--- config.mk ---
export PLATFORM = sky130hd
export DESIGN_NAME = mac_sat_unit
export DESIGN_NICKNAME = d
export VERILOG_FILES = /design/src/rtl/mac_pkg.sv /design/src/rtl/mac_mult.sv /design/src/rtl/mac_clip.sv /design/src/rtl/mac_sat_unit.sv
export SDC_FILE = /design/constraint.sdc
export NUM_CORES = 2
export LEC_CHECK = 0
export BUFFER_PORTS_ARGS = -buffer_cell sky130_fd_sc_hd__clkbuf_2
export CAP_MARGIN = 15
export CORE_MARGIN = 2
export CORE_UTILIZATION = 32
export CTS_BUF_LIST = sky130_fd_sc_hd__clkbuf_16
export CTS_CLUSTER_DIAMETER = 30
export DETAILED_ROUTE_END_ITERATION = 8
export PLACE_DENSITY = 0.58
export SLEW_MARGIN = 10
export SYNTH_ARGS = -nofsm -noshare
export SYNTH_HDL_FRONTEND = slang
export SYNTH_SLANG_ARGS = --single-unit
--- constraint.sdc ---
create_clock -name clk -period 7.9 [get_ports clk]
set_input_delay 1.58 -clock clk [delete_from_list [all_inputs] [get_ports clk]]
set_output_delay 1.58 -clock clk [all_outputs]
set_load 0.1 [all_outputs]
--- src/rtl/mac_pkg.sv ---
package mac_pkg;
    typedef enum logic {
        MODE_WIDE   = 1'b0,
        MODE_NARROW = 1'b1
    } mac_mode_e;

    typedef enum logic [1:0] {
        ST_IDLE = 2'd0,
        ST_MUL  = 2'd1,
        ST_ACC  = 2'd2
    } mac_state_e;
endpackage

--- src/rtl/mac_mult.sv ---
module mac_mult
    import mac_pkg::*;
#(
    parameter int DATA_W = 32
) (
    input  logic                  clk,
    input  logic                  rst_n,
    input  logic                  load,
    input  mac_mode_e             mode,
    input  logic [DATA_W-1:0]     op_a,
    input  logic [DATA_W-1:0]     op_b,
    output logic [2*DATA_W-1:0]   prod
);
    localparam int HALF_W = DATA_W / 2;
    localparam int ACC_W  = 2 * DATA_W;

    typedef struct packed {
        logic [DATA_W-1:0] a;
        logic [DATA_W-1:0] b;
        logic [ACC_W-1:0]  prod;
    } mult_reg_t;

    mult_reg_t r_d, r_q;

    function automatic logic [DATA_W-1:0] pick(input logic [DATA_W-1:0] v,
                                               input mac_mode_e m);
        if (m == MODE_NARROW)
            return {{(DATA_W-HALF_W){v[HALF_W-1]}}, v[HALF_W-1:0]};
        return v;
    endfunction

    logic [ACC_W-1:0] a_ext, b_ext;

    always_comb begin
        r_d   = r_q;
        a_ext = {{DATA_W{r_q.a[DATA_W-1]}}, r_q.a};
        b_ext = {{DATA_W{r_q.b[DATA_W-1]}}, r_q.b};
        if (load) begin
            r_d.a = pick(op_a, mode);
            r_d.b = pick(op_b, mode);
        end
        r_d.prod = a_ext * b_ext;
    end

    always_ff @(posedge clk) begin
        if (!rst_n) r_q <= '0;
        else        r_q <= r_d;
    end

    assign prod = r_q.prod;
endmodule

--- src/rtl/mac_clip.sv ---
module mac_clip
    import mac_pkg::*;
#(
    parameter int DATA_W = 32
) (
    input  logic [2*DATA_W-1:0] sum,
    input  mac_mode_e           mode,
    input  logic                sat_en,
    output logic [2*DATA_W-1:0] res
);
    localparam int HALF_W = DATA_W / 2;
    localparam int ACC_W  = 2 * DATA_W;
    localparam logic [DATA_W-1:0] KEEP_MASK =
        {{(DATA_W-HALF_W+1){1'b0}}, {(HALF_W-1){1'b1}}};
    localparam logic [DATA_W-1:0] WORD_MIN = {1'b1, {(DATA_W-1){1'b0}}};
    localparam logic [DATA_W-1:0] WORD_MAX = {1'b0, {(DATA_W-1){1'b1}}};

    logic [DATA_W:0] upper;
    logic            fits;

    always_comb begin
        upper = sum[ACC_W-1:DATA_W-1];
        fits  = (upper == '0) || (upper == '1);
        res   = sum;
        if (sat_en) begin
            if (mode == MODE_WIDE) begin
                if (sum[ACC_W-1])
                    res[ACC_W-1:DATA_W+HALF_W] = '1;
                else
                    res[ACC_W-1:DATA_W] = sum[ACC_W-1:DATA_W] & KEEP_MASK;
            end else if (!fits) begin
                res[ACC_W-1:DATA_W] = DATA_W'(1);
                res[DATA_W-1:0]     = sum[ACC_W-1] ? WORD_MIN : WORD_MAX;
            end
        end
    end
endmodule

--- src/rtl/mac_sat_unit.sv ---
module mac_sat_unit
    import mac_pkg::*;
#(
    parameter int DATA_W = 32
) (
    input  logic              clk,
    input  logic              rst_n,
    input  logic              start,
    input  logic              clr,
    input  logic              mode,
    input  logic              sat_en,
    input  logic [DATA_W-1:0] op_a,
    input  logic [DATA_W-1:0] op_b,
    output logic [DATA_W-1:0] acc_hi,
    output logic [DATA_W-1:0] acc_lo,
    output logic              done
);
    localparam int HALF_W = DATA_W / 2;
    localparam int ACC_W  = 2 * DATA_W;

    typedef struct packed {
        mac_state_e       state;
        mac_mode_e        mode;
        logic             sat;
        logic [ACC_W-1:0] acc;
        logic             done;
    } unit_reg_t;

    unit_reg_t u_d, u_q;

    logic             accept;
    logic [ACC_W-1:0] prod;
    logic [ACC_W-1:0] sum;
    logic [ACC_W-1:0] clipped;

    assign accept = (u_q.state == ST_IDLE) && start && !clr;
    assign sum    = u_q.acc + prod;

    mac_mult #(.DATA_W(DATA_W)) u_mult (
        .clk   (clk),
        .rst_n (rst_n),
        .load  (accept),
        .mode  (mac_mode_e'(mode)),
        .op_a  (op_a),
        .op_b  (op_b),
        .prod  (prod)
    );

    mac_clip #(.DATA_W(DATA_W)) u_clip (
        .sum    (sum),
        .mode   (u_q.mode),
        .sat_en (u_q.sat),
        .res    (clipped)
    );

    always_comb begin
        u_d      = u_q;
        u_d.done = 1'b0;
        if (clr) begin
            u_d.acc   = '0;
            u_d.state = ST_IDLE;
        end else begin
            unique case (u_q.state)
                ST_IDLE: if (start) begin
                    u_d.state = ST_MUL;
                    u_d.mode  = mac_mode_e'(mode);
                    u_d.sat   = sat_en;
                end
                ST_MUL:  u_d.state = ST_ACC;
                ST_ACC: begin
                    u_d.acc   = clipped;
                    u_d.done  = 1'b1;
                    u_d.state = ST_IDLE;
                end
                default: u_d.state = ST_IDLE;
            endcase
        end
    end

    always_ff @(posedge clk) begin
        if (!rst_n) u_q <= '0;
        else        u_q <= u_d;
    end

    assign acc_hi = u_q.acc[ACC_W-1:DATA_W];
    assign acc_lo = u_q.acc[DATA_W-1:0];
    assign done   = u_q.done;

    // completion is a single-cycle pulse
    p_done_pulse_r7: assert property (@(posedge clk) disable iff (!rst_n)
        done |=> !done);

    // outside completion and clear the accumulator holds
    p_acc_hold_r7: assert property (@(posedge clk) disable iff (!rst_n)
        (u_q.state != ST_ACC) && !clr |=> $stable({acc_hi, acc_lo}));

    // a busy unit never re-enters the multiply step
    p_no_restart_r8: assert property (@(posedge clk) disable iff (!rst_n)
        (u_q.state != ST_IDLE) |=> (u_q.state != ST_MUL));

    // clear empties the accumulator and suppresses done
    p_clear_zero_r9: assert property (@(posedge clk) disable iff (!rst_n)
        clr |=> (acc_hi == '0) && (acc_lo == '0) && !done);

    // wide saturation leaves the high half forced or trimmed
    p_wide_trim_r3: assert property (@(posedge clk) disable iff (!rst_n)
        (u_q.state == ST_ACC) && !clr && u_q.sat && (u_q.mode == MODE_WIDE)
        |=> (acc_hi[DATA_W-1:HALF_W] == '1) || (acc_hi[DATA_W-1:HALF_W-1] == '0));

    // narrow saturation leaves either a marker or a sign extension
    p_narrow_clamp_r4: assert property (@(posedge clk) disable iff (!rst_n)
        (u_q.state == ST_ACC) && !clr && u_q.sat && (u_q.mode == MODE_NARROW)
        |=> (acc_hi == DATA_W'(1)) || (acc_hi == {DATA_W{acc_lo[DATA_W-1]}}));
endmodule

==> impl_metrics.env <==
export IMPL_io_buffers=134
export IMPL_path_clk_slew_ps=100
export IMPL_cts_max_path_buffers=2
export IMPL_synth_edf_count=0
export IMPL_hold_viol=0
export IMPL_grt_max_degree=68
export IMPL_worstSetupPathType="register to register"
export IMPL_synth_async_reset_ratio_pct=0
export IMPL_r2r_setup_slack_ps=-40
export IMPL_synth_top_area_share_pct=45.9
export IMPL_cts_tree="yes"
export IMPL_syn_to_final_growth_pct=14.9
export IMPL_hp_class="register to register"
export IMPL_wire_per_inst_um=19.5
export IMPL_gr_total_overflow=0
export IMPL_maxCapViolations=0
export IMPL_vias_per_cell=4.90
export IMPL_yosys_warnings=0
export IMPL_antenna_found_initial=14
export IMPL_fin_crit_ps=7940
export IMPL_regArea_sq_um=3990
export IMPL_synth_area_leader_cell="fa_1"
export IMPL_synth_avg_cell_area_sq_um=9.04
export IMPL_placed_area_sq_um=52600
export IMPL_worstSkewPairLatency_ps=520
export IMPL_crit_top_cell="fa_1"
export IMPL_grt_pass1_vias=38200
export IMPL_final_common_cell="fa_1"
export IMPL_die_x_um=388
export IMPL_worstPathMaxFanout=6
export IMPL_outcome="finished, violations left"
export IMPL_gp_congestion=0.926
export IMPL_peakVddDrop_v=0.000177
export IMPL_antenna_left=0
export IMPL_leakagePower_nw=26.3
export IMPL_layoutNonFillerInstCount=7403
export IMPL_synth_area_leaders="fa_1 46%, dfxtp_1 8.3%, inv_1 7.9%, and2_1 7.0%, ha_1 6.5%"
export IMPL_violations="setup timing"
export IMPL_num_rows=141
export IMPL_syn_area_sq_um=47300
export IMPL_syn_nets=6626
export IMPL_h_tree_depth=4
export IMPL_slowest_delay_ps=550
export IMPL_grtUsageTotal_pct=19.3
export IMPL_nets=6851
export IMPL_fin_area_sq_um=54300
export IMPL_ios=135
export IMPL_drt_iter0_markers=2364
export IMPL_whs_ps=478
export IMPL_slowest_stage="fa_1"
export IMPL_vias=36300
export IMPL_start_util_pct=32.1
export IMPL_end_kind="register"
export IMPL_drive_gt1_share_pct=13.7
export IMPL_drtPass1Iterations=5
export IMPL_critical_path_arrival_ps=8400
export IMPL_drv_slew=0
export IMPL_crit_required_ps=8360
export IMPL_finalSetupViolCount=3
export IMPL_wl_um=144000
export IMPL_drc=0
export IMPL_synth_cell_type_count=85
export IMPL_utilization_pct=36.9
export IMPL_clock_skew_ps=31.4
export IMPL_clock_root_buffer="clkbuf_16"
export IMPL_multiInputGateArea_sq_um=38500
export IMPL_dp_hpwl_um=123000
export IMPL_clock_sinks=197
export IMPL_synthesis_instances=5226
export IMPL_tightest_slew_ps=1160
export IMPL_worst_setup_path_start_kind="register"
export IMPL_synth_seq_area_share_pct=8.34
export IMPL_dpl_cell_count=7323
export IMPL_fmax_ghz=0.126
export IMPL_die_area_sq_um=151000
export IMPL_grt_first_pass_wirelength_um=225000
export IMPL_layout_common_cells="1059 x fa_1, 980 x inv_1, 655 x nand2_1"
export IMPL_setup_tns_ps=-49.1
export IMPL_ys_dominant_reg_cell="dfxtp_1"
export IMPL_rsz0062_at_grt="yes"
export IMPL_synth_seq_cells=197
export IMPL_p_per_area_nw_per_um2=109
export IMPL_period_share_pct=101
export IMPL_setup_ws_ps=-43.3
export IMPL_n_fill_cell=15000
export IMPL_max_slew_margin_pct=22.6
export IMPL_numCtsBuffers=17
export IMPL_coreArea_sq_um=147000
export IMPL_die_y_um=388
## registers in the layout (all words and copies together) (netlist names)
signal	count
u_mult.prod	64
acc_hi	32
acc_lo	32
u_mult.a_ext	32
u_mult.b_ext	32
u_q	4
done	1
## stage by stage
| step | power (mW) | setup slack, ps |
|---|---|---|
| after floorplan | 3.42 | 6.81 |
| after global placement | 4.81 | -652 |
| after detailed placement | 4.84 | -659 |
| after CTS | 5.90 | -41.6 |
| after global routing | 6.40 | -249 |
| final | 5.93 | -43.3 |
## Yosys cell counts (all sizes together), types with 11 or more instances
cell type and count:
a211oi 59, a21o 66, nor3 36, a21oi 207, nand2 666, o31ai 15, o21ai 97, nand2b 27
dfxtp 197, and3 19, clkbuf 258, inv 993, xor2 39, o21bai 23, nor2 191, a31oi 14
xnor2 70, a32o 15, fa 1083, ha 247, o21a 23, or3 21, buf 85, nand3 34
and2 528, or2 11, o221a 31, nand4 39
## path summary, 6_finish.rpt
kind / startpoint / to / depth (start not counted)
worst min-delay path: acc_hi[6] / acc_hi[6] / 2
worst max-delay path: u_mult.b_ext[8] / u_mult.prod[56] / 29
worst min register to register: acc_hi[6] / acc_hi[6] / 2
worst max register to register: u_mult.b_ext[8] / u_mult.prod[56] / 29
## per-layer routing
metal	vias to the layer above	track usage, %	part of all wire, %
met5	-	0	0.011
met4	4	6.69	3.4
met3	196	2.10	4.8
met2	934	33.1	50
met1	18800	25.2	42
li1	16300	-	-
## critical path: cells and delay by family (launching register included)
kind	cells	cell delay, ps
and+or+nand+nor	5	1060
DFF	1	440
buffers and inverters	8	770
AOI/OAI and AO/OA	7	1460
adders and majority gates	9	4170
## final cells by class
class	count	area share (%)
Tap cell	1930	4.45
Clock inverter	15	0.346
Clock buffer	17	0.784
Sequential cell	197	7.36
Timing Repair Buffer	549	9.19
Antenna cell	9	0.0415
Inverter	995	6.88
Multi-Input combinational cell	3691	70.9
## report_power, final
group          switching [mW]  internal, mW  total, mW
logic                    2.23          1.57       3.80
clock network           0.520         0.428      0.949
registers              0.0814          1.10       1.18
total                    2.84          3.10       5.93
## repair_timing
action / CTS / global route
gates resized for setup: 84 / 102
setup endpoints to repair: 17 / 18
gates cloned: 1 / 5
hold buffers: 0 / 0
pin swaps: 51 / 67
setup buffers: 16 / 19
endpoints found under the hold margin: 0 / 0
## cells by family after synthesis
logic type	after synthesis	share of synthesized area, %
XOR/XNOR	109	2.02
multiplexers	1	0.0212
flip-flops	197	8.34
AND/OR/NAND/NOR	1617	16.9
AO/OA/AOI/OAI	634	9.03
buffers and inverters	1338	11.3
adder cells (fa/ha/maj)	1330	52.4
No activity file was read; power rests on OpenSTA's default activity.
